### config.mk
export PLATFORM = sky130hd
export DESIGN_NAME = clkstop_ctrl
export DESIGN_NICKNAME = d
export VERILOG_FILES = /design/src/rtl/clkstop_ctrl.sv
export SDC_FILE = /design/constraint.sdc
export NUM_CORES = 1
export LEC_CHECK = 0
export BUFFER_PORTS_ARGS = -buffer_cell sky130_fd_sc_hd__buf_2
export CAP_MARGIN = 25
export CORE_MARGIN = 2
export CORE_UTILIZATION = 55
export CTS_BUF_LIST = sky130_fd_sc_hd__clkbuf_4 sky130_fd_sc_hd__clkbuf_8
export DETAILED_ROUTE_END_ITERATION = 10
export PLACE_DENSITY = 0.95
export SYNTH_ARGS = -nofsm -noshare
export SYNTH_HDL_FRONTEND = slang
export SYNTH_SLANG_ARGS = --single-unit
### constraint.sdc
create_clock -name clk -period 5.8 [get_ports clk]
set_input_delay 0.58 -clock clk [delete_from_list [all_inputs] [get_ports clk]]
set_output_delay 0.58 -clock clk [all_outputs]
set_load 0.02 [all_outputs]
### src/rtl/clkstop_ctrl.sv
module clkstop_ctrl #(
  parameter int CPU_HALF = 2,
  parameter int NCG = 6,
  parameter int NCF = 3,
  parameter int NPG = 5,
  parameter int NPF = 2
) (
  input  logic           clk,
  input  logic           rst_n,
  input  logic           cpu_stop_n,
  input  logic           pci_stop_n,
  input  logic [1:0]     pci_div_sel,
  input  logic [NCG-1:0] en_cg,
  input  logic [NCF-1:0] en_cf,
  input  logic [NPG-1:0] en_pg,
  input  logic [NPF-1:0] en_pf,
  input  logic           hiz_i,
  output logic [NCG-1:0] cpu_gated_o,
  output logic [NCF-1:0] cpu_free_o,
  output logic [NPG-1:0] pci_gated_o,
  output logic [NPF-1:0] pci_free_o,
  output logic           drv_en_o
);
  localparam int CW = $clog2(CPU_HALF) + 1;

  logic [CW-1:0]  div_cnt;
  logic           cpu_raw, pci_raw;
  logic [1:0]     pci_cnt, pci_cnt_nxt;
  logic [2:0]     ratio, hi_lim;
  logic [1:0]     cs_sync, ps_sync;
  logic [NCG-1:0] ecg_q;
  logic [NCF-1:0] ecf_q;
  logic [NPG-1:0] epg_q;
  logic [NPF-1:0] epf_q;
  logic           cpu_tick, cpu_nxt, cpu_rise, pci_nxt;

  assign ratio    = (pci_div_sel == 2'd0) ? 3'd2 : (pci_div_sel == 2'd1) ? 3'd3 : 3'd4;
  assign hi_lim   = ratio >> 1;
  assign cpu_tick = (div_cnt == CW'(CPU_HALF - 1));
  assign cpu_nxt  = cpu_raw ^ cpu_tick;
  assign cpu_rise = cpu_tick & ~cpu_raw;

  always_comb begin
    pci_cnt_nxt = pci_cnt;
    if (cpu_rise)
      pci_cnt_nxt = ({1'b0, pci_cnt} >= ratio - 3'd1) ? 2'd0 : pci_cnt + 2'd1;
  end

  assign pci_nxt = cpu_rise ? ({1'b0, pci_cnt_nxt} < hi_lim) : pci_raw;

  always_ff @(posedge clk or negedge rst_n) begin
    if (!rst_n) begin
      div_cnt <= '0;
      cpu_raw <= 1'b0;
      pci_cnt <= '0;
      pci_raw <= 1'b0;
      cs_sync <= 2'b11;
      ps_sync <= 2'b11;
      ecg_q   <= '0;
      ecf_q   <= '0;
      epg_q   <= '0;
      epf_q   <= '0;
    end else begin
      div_cnt <= cpu_tick ? '0 : div_cnt + CW'(1);
      cpu_raw <= cpu_nxt;
      pci_cnt <= pci_cnt_nxt;
      pci_raw <= pci_nxt;
      cs_sync <= {cs_sync[0], cpu_stop_n};
      ps_sync <= {ps_sync[0], pci_stop_n};
      if (!cpu_nxt) begin
        ecg_q <= en_cg & {NCG{cs_sync[1]}};
        ecf_q <= en_cf;
      end
      if (!pci_nxt) begin
        epg_q <= en_pg & {NPG{ps_sync[1]}};
        epf_q <= en_pf;
      end
    end
  end

  assign drv_en_o    = ~hiz_i;
  assign cpu_gated_o = ecg_q & {NCG{cpu_raw & ~hiz_i}};
  assign cpu_free_o  = ecf_q & {NCF{cpu_raw & ~hiz_i}};
  assign pci_gated_o = epg_q & {NPG{pci_raw & ~hiz_i}};
  assign pci_free_o  = epf_q & {NPF{pci_raw & ~hiz_i}};
endmodule

==> results of run 1 <==
==> layout make-up <==
class / count / area [um2] / area share, %
sequential: 26 / 656 / 45.2
inverter: 18 / 67.6 / 4.66
multi-input combinational: 62 / 447 / 30.8
clock buffer: 3 / 22.5 / 1.55
timing repair buffer: 39 / 195 / 13.4
clock inverter: 1 / 30.0 / 2.07
tap: 27 / 33.8 / 2.33
==> metal layers <==
layer / part of all wire, % / global-route usage, % / up-vias
li1: - / - / 437
met1: 36 / 25.3 / 449
met2: 56 / 37.9 / 38
met3: 4.3 / 4.46 / 11
met4: 3.5 / 11.7 / 0
met5: 0 / 0 / -
==> cell usage after synthesis (all sizes together), types with 4 or more instances <==
master	number	share of area, %
dfrtp	22	47
inv	18	5.7
o21ai	9	3.8
and2	7	3.7
nand2	7	2.2
mux2i	6	5.1
nand3	6	2.5
nor3	6	2.5
mux2	5	5.4
dfstp	4	8.9
ha	4	4.2
==> sequential cells by signal, summed over array words and instances (netlist names) <==
register / count
ecf_q: 3
cs_sync: 2
cpu_raw: 1
ps_sync: 2
pci_raw: 1
pci_cnt: 2
epf_q: 2
ecg_q: 6
epg_q: 5
div_cnt: 2
==> power by group <==
| part | total [uW] | leakage [uW] | switching (uW) | internal [uW] |
|---|---|---|---|---|
| combinational | 201 | 0.000435 | 105 | 95.5 |
| clock | 123 | 0.0000279 | 53.4 | 69.9 |
| sequential | 241 | 0.000316 | 19.7 | 222 |
| total | 566 | 0.000779 | 179 | 387 |
==> metrics by stage <==
| step | hold slack [ns] | setup WS, ns | cell area [um2] |
|---|---|---|---|
| global placement | 0.345 | 2.86 | 1400 |
| floorplan | 0.284 | 3.07 | 1180 |
| finish | 0.220 | 3.01 | 1450 |
| CTS | 0.231 | 3.01 | 1450 |
| detailed placement | 0.351 | 2.65 | 1400 |
| global route | 0.245 | 2.85 | 1450 |
==> cells by family after synthesis <==
kind of cell | share of synthesized area, %
buffers and inverters | 6.67
AO/OA/AOI/OAI | 8.26
flip-flops | 55.5
AND/OR/NAND/NOR | 14.8
adder cells (fa/ha/maj) | 4.24
multiplexers | 10.5
==> critical path, stage by stage <==
cell                       delay [ns]
sky130_fd_sc_hd__buf_2           0.13
sky130_fd_sc_hd__inv_1           0.08
sky130_fd_sc_hd__nand2_1         0.06
sky130_fd_sc_hd__ha_1            0.27
sky130_fd_sc_hd__nand2b_1        0.13
sky130_fd_sc_hd__a211oi_2        0.10
sky130_fd_sc_hd__o21ai_0         0.19
sky130_fd_sc_hd__o31ai_1         0.13
sky130_fd_sc_hd__ha_1            0.26
sky130_fd_sc_hd__o41ai_4         0.73
sky130_fd_sc_hd__mux2_4          0.35
==> worst max-delay path by stage <==
stage / from / to / slack (ns) / cells after the start
after detailed placement: pci_div_sel[1] / epf_q[1]$_DFFE_PN0N_ / 2.65 / 11
final: pci_div_sel[1] / epf_q[1]$_DFFE_PN0N_ / 3.01 / 11
after floorplan: pci_div_sel[1] / epf_q[0]$_DFFE_PN0N_ / 3.07 / 12
after global placement: pci_div_sel[1] / epf_q[1]$_DFFE_PN0N_ / 2.86 / 11
after CTS: pci_div_sel[1] / epf_q[1]$_DFFE_PN0N_ / 3.01 / 11
after global routing: pci_cnt[0]$_DFF_PN0_ / epf_q[1]$_DFFE_PN0N_ / 2.85 / 11
==> cells in the final DEF (no fill, tap or decap) <==
cell and count:
sky130_fd_sc_hd__a211oi_2 1, sky130_fd_sc_hd__a21oi_1 1, sky130_fd_sc_hd__and2_1 7, sky130_fd_sc_hd__and3_1 3
sky130_fd_sc_hd__buf_2 39, sky130_fd_sc_hd__bufinv_16 1, sky130_fd_sc_hd__clkbuf_4 3, sky130_fd_sc_hd__dfrtp_1 22
sky130_fd_sc_hd__dfstp_2 4, sky130_fd_sc_hd__ha_1 4, sky130_fd_sc_hd__inv_1 17, sky130_fd_sc_hd__inv_2 1
sky130_fd_sc_hd__mux2_2 3, sky130_fd_sc_hd__mux2_4 2, sky130_fd_sc_hd__mux2i_1 6, sky130_fd_sc_hd__nand2_1 7
sky130_fd_sc_hd__nand2b_1 1, sky130_fd_sc_hd__nand3_1 6, sky130_fd_sc_hd__nor2_1 2, sky130_fd_sc_hd__nor2b_1 2
sky130_fd_sc_hd__nor3_1 6, sky130_fd_sc_hd__o21ai_0 9, sky130_fd_sc_hd__o31ai_1 1, sky130_fd_sc_hd__o41ai_4 1
==> results.ini, run 1 <==
[die]
floorplan.rows=16
number_of_top_level_pins=40
design.die.area_um2=2530
floorplan.die.width_um=50.3
die-height_um=50.3
placeableCoreArea_um2=2000
start_util_pct=59.0

[placed_design]
globalplace.congestion=0.818
place.detailed.instances=172
portBuffers=39
place.detailed.hpwl_um=1880

[setup_path]
critPathCaptureType=flip-flop
timing.reg2reg.worst_path_depth=11
worstSetupStartpointType=input pin
regToRegEndpoint=epf_q[1]$_DFFE_PN0N_
reg_to_reg_startpoint=pci_cnt[0]$_DFF_PN0_
timing.critical_path.fanout_max=8
crit_arrival_ns=3.02
criticalPathCategory=in -> reg
cp.required_ns=6.03
ff2ff_setup_slack_ns=3.04

[timing]
clock.fmax_mhz=358
slew-limit-headroom_pct=52.3
finalMaxSlewViolations=0
worstMarginPinSlew_ns=0.712
hold_violations=0
period_minus_slack_ns=2.79
min_period_over_period_pct=48.2
finalSetupTns_ns=0
fin_worst_skew_ns=0.00626
grt_setup_unrepaired=no
finalSetupViolations=0

[hold_path]
hp-class=in -> async

[synthesis]
combined_area_of_all_synthesized_cells_um2=1180
synthDistinctLibCells=22
synth_nets=136
synth_seq_cells=26
synth-edff-count=0
synthesis.instances=109
synthesis.area_per_instance_um2=10.8
sequential_element_share_of_the_synthesized_area_pct=55.5
synth-async-reset-ratio_pct=100
yosys_warnings=0
ys_dominant_reg_cell=sky130_fd_sc_hd__dfrtp_1

[drt]
routed_via_density=5.31
route.antenna.remaining_nets=0
drt-initial-drc-count=24
vias=935
drt_wl_total_um=2450
drc=0
wire_per_inst_um=13.9
detailedRoute.firstPassIterationCount=4

[clocking]
cts.repair_timing.setup_buffer_count=0
clock-root-buffer=sky130_fd_sc_hd__clkbuf_4
clk_pin_slew_worst_paths_ns=0.14
clock_tree.buffer_depth=2
cts_htree_levels=1
cts_tree=done
clk-insertion-delay-late_ns=0.32
number_of_clock_sinks=26
cts_inserted_buffers=3
cts.hold.buffers_added=0
post_cts_resized=0

[power_and_ir_drop]
power.ir.vdd_worst_mv=0.239
p_total_uw=566
cellPowerDensity_nw_per_um2=390
p_leak_uw=0.000779

[global_route]
via_count_of_the_first_global_routing_pass=932
grt_antenna_before_repair=0
grt_use_total_pct=21.9
globalRouteOverflowTotal=0
grt_max_degree=27
wire_length_of_the_first_global_routing_pass_um=4040

[cells_and_area]
total_number_of_nets_in_the_final_design=177
area_delta_synth_final_pct=22.9
final_cell_count_no_fill=176
finish.utilization_pct=72.5
drive_above_1_share_pct=36.9
num_antenna_cells=0
fillerInstances=136

[run]
max_cap_violations=0

[run_status]
run_status=completed

No activity file was read; power rests on OpenSTA's default activity.
==> run 2: changes to the inputs <==
--- a/config.mk
+++ b/config.mk
@@ -5,13 +5,14 @@
 export SDC_FILE = /design/constraint.sdc
 export NUM_CORES = 1
 export LEC_CHECK = 0
+export ABC_AREA = 1
 export BUFFER_PORTS_ARGS = -buffer_cell sky130_fd_sc_hd__buf_2
 export CAP_MARGIN = 25
 export CORE_MARGIN = 2
-export CORE_UTILIZATION = 55
+export CORE_UTILIZATION = 51
 export CTS_BUF_LIST = sky130_fd_sc_hd__clkbuf_4 sky130_fd_sc_hd__clkbuf_8
 export DETAILED_ROUTE_END_ITERATION = 10
-export PLACE_DENSITY = 0.95
+export PLACE_DENSITY = 0.9
 export SYNTH_ARGS = -nofsm -noshare
 export SYNTH_HDL_FRONTEND = slang
 export SYNTH_SLANG_ARGS = --single-unit
==> constraint.sdc (replaced) <==
create_clock -name clk -period 2.68 [get_ports clk]
set_input_delay 0.268 -clock clk [delete_from_list [all_inputs] [get_ports clk]]
set_output_delay 0.268 -clock clk [all_outputs]
set_load 0.02 [all_outputs]
==> results.ini, run 2 <==
[timing]
min_period_over_period_pct=69.5
hold_violations=0
period_minus_slack_ns=1.86
clock.fmax_mhz=537
worstMarginPinSlew_ns=0.552
finalMaxSlewViolations=0
grt_setup_unrepaired=no
fin_worst_skew_ns=0.00167
slew-limit-headroom_pct=63.2
finalSetupTns_ns=0
finalSetupViolations=0

[cells_and_area]
largest_reg_flops=6
top_register=ecg_q
area_delta_synth_final_pct=22.3
registers_with_the_most_flip_flops=ecg_q: 6 flops, epg_q: 5 flops, ecf_q: 3 flops
most-common-layout-cells=sky130_fd_sc_hd__buf_2 (39), sky130_fd_sc_hd__inv_1 (32), sky130_fd_sc_hd__nand2_1 (31)
total_number_of_nets_in_the_final_design=215
num_antenna_cells=0
leading_cell_type_in_the_layout_fill_and_taps_excluded=sky130_fd_sc_hd__buf_2
drive_above_1_share_pct=27.3

[clocking]
cts_htree_levels=1
cts.repair_timing.setup_buffer_count=0
clock_tree.buffer_depth=2
clock-root-buffer=sky130_fd_sc_hd__clkbuf_4
cts.hold.buffers_added=1
clk_pin_slew_worst_paths_ns=0.13
post_cts_resized=0
cts_tree=done
cts_inserted_buffers=3
clk-insertion-delay-late_ns=0.31
number_of_clock_sinks=26

[synthesis]
yosys_warnings=0
synthesis.area_per_instance_um2=8.27
synth_area_leaders=sky130_fd_sc_hd__dfrtp_1 (46%), sky130_fd_sc_hd__inv_1 (10%), sky130_fd_sc_hd__nand2_1 (9.7%), sky130_fd_sc_hd__dfstp_2 (8.8%), sky130_fd_sc_hd__nor2_1 (6.3%)
synth.cells.most_frequent=sky130_fd_sc_hd__inv_1 (32), sky130_fd_sc_hd__nand2_1 (31), sky130_fd_sc_hd__dfrtp_1 (22)
synth_seq_cells=26
yosys.area_share.xor_xnor_pct=1.46
synth_nets=172
synthMuxAreaShare_pct=0
netlist.top_cell.by_area=sky130_fd_sc_hd__dfrtp_1
synthDistinctLibCells=14
synth-edff-count=0
netlist.area_leader.share_pct=45.9
post-synth-top-count-cell=sky130_fd_sc_hd__inv_1
synth-adder-area-share_pct=4.18
sequential_element_share_of_the_synthesized_area_pct=54.7
combined_area_of_all_synthesized_cells_um2=1200
compound_gate_portion_of_the_synthesized_area_pct=4.18
ys_dominant_reg_cell=sky130_fd_sc_hd__dfrtp_1
synth_top_family_by_area=simple AND/OR/NAND/NOR gates
synth-async-reset-ratio_pct=100
synth_simple_gate_area_share_pct=24.7
synthesis.instances=145

[drt]
routed_via_density=4.82
drc=0
wire_per_inst_um=11.2
drt_wl_total_um=2410
drt-initial-drc-count=11
route.antenna.remaining_nets=0
vias=1037
detailedRoute.firstPassIterationCount=4

[power_and_ir_drop]
p_total_uw=1140
power.ir.vdd_worst_mv=0.574
cellPowerDensity_nw_per_um2=781
p_leak_uw=0.000858

[die]
floorplan.rows=17
start_util_pct=54.2
die-height_um=52.5
number_of_top_level_pins=40
design.die.area_um2=2750
placeableCoreArea_um2=2210
floorplan.die.width_um=52.5

[run_status]
run_status=completed

[global_route]
grt_use_total_pct=20.3
grt_antenna_before_repair=0
wire_length_of_the_first_global_routing_pass_um=4060
grt_max_degree=27
globalRouteOverflowTotal=0
via_count_of_the_first_global_routing_pass=961

[setup_path]
timing.critical_path.fanout_max=8
crit_arrival_ns=2.13
timing.reg2reg.worst_path_depth=12
ff2ff_setup_slack_ns=0.82
regToRegEndpoint=epg_q[0]$_DFFE_PN0N_
criticalPathCategory=reg -> reg
reg_to_reg_startpoint=div_cnt[0]$_DFF_PN0_
worstSetupStartpointType=flip-flop
critPathCaptureType=flip-flop
cp.required_ns=2.94

[hold_path]
hold-path-endpoint=ps_sync[0]$_DFF_PN1_
worst_hold_startpoint=pci_stop_n
hp-class=in -> reg
worst_hold_path.num_cells=1

[run]
max_cap_violations=0

[placed_design]
place.detailed.hpwl_um=1840
globalplace.congestion=0.799
portBuffers=39

==> run 2: changes by cell type in the layout (fill, tap and decap cells not counted), sizes merged, moves of 2 or more <==
| cell | previous run | this run |
|---|---|---|
| inv | 18 | 32 |
| and2 | 7 | 0 |
| nor3 | 6 | 0 |
| xor2 | 0 | 2 |
| and3 | 3 | 0 |
| nand3 | 6 | 14 |
| mux2i | 6 | 0 |
| nor2b | 2 | 0 |
| mux2 | 5 | 0 |
| nand2 | 7 | 35 |
| nor2 | 2 | 20 |
==> run 2: how the worst max path moves through the flow <==
stage	from	end	slack, ns	cells past startpoint
after floorplan	div_cnt[1]$_DFF_PN0_	epg_q[0]$_DFFE_PN0N_	0.99	11
after global placement	pci_div_sel[1]	epg_q[3]$_DFFE_PN0N_	0.90	13
after detailed placement	pci_div_sel[1]	epg_q[0]$_DFFE_PN0N_	0.75	13
after CTS	pci_cnt[0]$_DFF_PN0_	epg_q[2]$_DFFE_PN0N_	0.80	11
after global routing	div_cnt[0]$_DFF_PN0_	epg_q[2]$_DFFE_PN0N_	0.62	12
final	div_cnt[0]$_DFF_PN0_	epg_q[0]$_DFFE_PN0N_	0.82	12
==> run 2: cells by family after synthesis <==
kind of cell	Yosys count
AOI/OAI and AO/OA	10
xor gates and xnor gates	2
adders and majority gates	4
buffers and inverters	34
DFF	26
and+or+nand+nor	69
==> run 2: layer usage <==
metal	GRT usage, %	routed length, um	up-vias
li1	-	-	517
met2	36.9	1300	24
met3	4.00	94	4
met1	23.7	987	492
met4	6.41	22	0
met5	0	0	-
==> run 2: layout make-up <==
class | instances | area, um2
inverters | 32 | 120
multi-input cells | 85 | 414
clock buffers | 4 | 36.3
flip-flops and latches | 26 | 656
well taps | 28 | 35.0
fillers | 188 | 746
repair buffers | 40 | 205
==> run 2: stage by stage <==
stage | util [%] | std cells | setup WS, ns | hold slack [ns] | instance area (um2)
global placement | 64.2 | 210 | 0.895 | 0.286 | 1420
detailed placement | 64.2 | 210 | 0.745 | 0.292 | 1420
floorplan | - | 145 | 0.992 | -0.0276 | 1200
global route | 66.3 | 215 | 0.616 | 0.00973 | 1470
CTS | 66.3 | 215 | 0.801 | 0.0237 | 1470
finish | 66.3 | 215 | 0.817 | 0.0335 | 1470
==> run 2: critical path, stage by stage (launching register included) <==
cell,delay (ns)
sky130_fd_sc_hd__dfrtp_1,0.40
sky130_fd_sc_hd__inv_1,0.07
sky130_fd_sc_hd__nor2_1,0.04
sky130_fd_sc_hd__ha_1,0.23
sky130_fd_sc_hd__nand2_1,0.10
sky130_fd_sc_hd__xor2_1,0.16
sky130_fd_sc_hd__a21oi_1,0.07
sky130_fd_sc_hd__ha_1,0.21
sky130_fd_sc_hd__nor2_1,0.18
sky130_fd_sc_hd__nand2_4,0.11
sky130_fd_sc_hd__nand2_4,0.12
sky130_fd_sc_hd__nand2_1,0.07
sky130_fd_sc_hd__nand2_1,0.05
==> run 2: report_power, final <==
group / leakage, uW / total (uW) / switching [uW] / internal (uW)
Sequential: 0.000318 / 531 / 51.8 / 479
Clock: 0.0000210 / 193 / 110 / 83.0
Combinational: 0.000519 / 421 / 274 / 146
Total: 0.000858 / 1140 / 436 / 708
==> run 3: changes to the inputs <==
--- a/config.mk
+++ b/config.mk
@@ -9,10 +9,10 @@
 export BUFFER_PORTS_ARGS = -buffer_cell sky130_fd_sc_hd__buf_2
 export CAP_MARGIN = 25
 export CORE_MARGIN = 2
-export CORE_UTILIZATION = 51
+export CORE_UTILIZATION = 46
 export CTS_BUF_LIST = sky130_fd_sc_hd__clkbuf_4 sky130_fd_sc_hd__clkbuf_8
 export DETAILED_ROUTE_END_ITERATION = 10
-export PLACE_DENSITY = 0.9
+export PLACE_DENSITY = 0.86
 export SYNTH_ARGS = -nofsm -noshare
 export SYNTH_HDL_FRONTEND = slang
 export SYNTH_SLANG_ARGS = --single-unit
==> constraint.sdc (replaced) <==
create_clock -name clk -period 1.6 [get_ports clk]
set_input_delay 0.16 -clock clk [delete_from_list [all_inputs] [get_ports clk]]
set_output_delay 0.16 -clock clk [all_outputs]
set_load 0.02 [all_outputs]
==> results.ini, run 3 (synthesis gave the netlist of run 2 again) <==
[run_status]
run_status=complete, but fails checks
failing_checks=negative setup slack

[drt]
drt_wl_total_um=2450
wire_per_inst_um=10.8
drt-initial-drc-count=13
detailedRoute.firstPassIterationCount=4
drc=0
routed_via_density=4.56
route.antenna.remaining_nets=0
vias=1034

[setup_path]
critPathCapture=epf_q[0]$_DFFE_PN0N_
ff2ff_setup_slack_ns=-0.23
critPathLaunch=div_cnt[0]$_DFF_PN0_
regToRegEndpoint=epf_q[0]$_DFFE_PN0N_
crit_chain=inv_2, nor2_4, ha_4, nand2_2, xor2_1, a21oi_2, ha_1, nand2_2, nand2_4, nand2_8, nand2_1, nand2_1
crit_path_top_delay_cell=sky130_fd_sc_hd__dfrtp_1
timing.critical_path.fanout_max=8
crit_arrival_ns=2.04
critPathCaptureType=flip-flop
worstSetupStartpointType=flip-flop
reg_to_reg_startpoint=div_cnt[0]$_DFF_PN0_
timing.reg2reg.worst_path_depth=12
max_stage_delay_ns=0.40
cp.required_ns=1.82
criticalPathCategory=reg -> reg

[power_and_ir_drop]
p_leak_uw=0.000923
sequentialPowerShare_pct=39.7
power.net_switching_uw=801
cell_internal_pwr_uw=1440
power.combinational.fraction_pct=40.5
p_total_uw=2240
p_sw_share_pct=35.8
power.ir.vdd_worst_mv=0.836
cellPowerDensity_nw_per_um2=1380
power.share.clock_pct=19.9

[clocking]
clock-root-buffer=sky130_fd_sc_hd__clkbuf_4
clock_tree.buffer_depth=2
cts_htree_levels=1
number_of_clock_sinks=26
clk_pin_slew_worst_paths_ns=0.14
clk-insertion-delay-late_ns=0.32
cts_tree=done
cts_inserted_buffers=3

[timing]
fin_worst_setup_slack_ns=-0.226
slew-limit-headroom_pct=62.6
worstMarginPinSlew_ns=0.561
finalSetupViolations=8
finalHoldWorstSlack_ns=0.0374
finalMaxSlewViolations=0
grt_setup_unrepaired=yes
min_period_over_period_pct=114
fin_worst_skew_ns=0.00994
period_minus_slack_ns=1.83
hold_violations=0
clock.fmax_mhz=548

[global_route]
wire_length_of_the_first_global_routing_pass_um=3740
grt_most_used_layer=met2
grt_antenna_before_repair=0
via_count_of_the_first_global_routing_pass=940
fraction_of_met3_tracks_used_by_global_routing_pct=3.23
globalRouteOverflowTotal=0
grt.met1_usage_pct=21.4
globalRouteMet2Util_pct=30.8
grt_use_total_pct=17.5
grt_max_degree=27

[cells_and_area]
most-common-layout-cells=sky130_fd_sc_hd__buf_2 (39), sky130_fd_sc_hd__inv_1 (31), sky130_fd_sc_hd__nand2_1 (25)
num_antenna_cells=0
total_number_of_nets_in_the_final_design=225
finish.utilization_pct=65.4
drive_above_1_share_pct=36.0
top_register=ecg_q
final_design_area_no_fill_um2=1620
fillerInstances=203
leading_cell_type_in_the_layout_fill_and_taps_excluded=sky130_fd_sc_hd__buf_2
area_delta_synth_final_pct=35.2
registers_with_the_most_flip_flops=ecg_q: 6 flops, epg_q: 5 flops, ecf_q: 3 flops
largest_reg_flops=6

[die]
floorplan.die.width_um=55.0
placeableCoreArea_um2=2480
die-height_um=55.0
number_of_top_level_pins=40
start_util_pct=48.4
floorplan.rows=18
design.die.area_um2=3030

[placed_design]
place.detailed.hpwl_um=1730
globalplace.congestion=0.836
dpl_worst_slack_ns=-0.192
place_area_um2=1460
portBuffers=39

[hold_path]
worst_hold_path.num_cells=3
hp-class=in -> reg

[run]
max_cap_violations=0

==> run 3: cell types whose count changed in the layout (fill, tap and decap cells not counted), sizes merged <==
cell,change
dlygate4sd3,+2
bufinv,+1
buf,+8
clkbuf,-1
==> run 3: what timing repair did <==
item	in CTS	in global routing
setup buffers	2	1
pin swaps	3	12
hold buffers	3	0
gates resized for setup	3	11
hold endpoints to repair	24	0
endpoints found under the setup margin	8	8
==> run 3: area by class of cell <==
class                      instances  area [um2]  share of cell area (%)
tap                               30        37.5                    2.32
timing repair buffer              50         285                    17.6
sequential                        26         656                    40.5
clock buffer                       3        22.5                    1.39
inverter                          32         120                    7.41
multi-input combinational         85         469                    29.0
clock inverter                     1        30.0                    1.85
==> run 3: power groups by stage <==
stage	registers (uW)	logic, uW	clock network [uW]
after floorplan	874	517	0
after global placement	890	683	0
after detailed placement	893	721	0
after CTS	880	783	454
after global routing	899	1010	477
final	888	906	444
==> run 3: routing by layer <==
layer	vias to the layer above	share of wire [%]
li1	537	-
met4	0	0.61
met3	2	3.9
met2	26	52
met5	-	0
met1	469	43
==> run 3: worst min path at each step <==
stage | end | from | slack, ns
after floorplan | cpu_raw$_DFF_PN0_ | rst_n | -0.14
after global placement | epg_q[3]$_DFFE_PN0N_ | rst_n | 0.18
after detailed placement | epg_q[3]$_DFFE_PN0N_ | rst_n | 0.18
after CTS | ecf_q[1]$_DFFE_PN0N_ | en_cf[1] | 0.03
after global routing | ecf_q[0]$_DFFE_PN0N_ | en_cf[0] | 0.04
final | ecf_q[1]$_DFFE_PN0N_ | en_cf[1] | 0.04
==> run 3: critical path: cells and delay by family, from the launching register on <==
family,cells,cell delay [ns]
and+or+nand+nor,7,0.59
buffers and inverters,1,0.07
AOI/OAI and AO/OA,1,0.06
xor gates and xnor gates,1,0.18
DFF,1,0.40
adders and majority gates,2,0.44
==> run 3: metrics by stage <==
step	setup TNS, ns	std cells
after floorplan	-0.509	145
after global placement	-0.619	217
after detailed placement	-1.38	217
after CTS	-0.838	226
after global routing	-2.17	227
final	-1.50	227
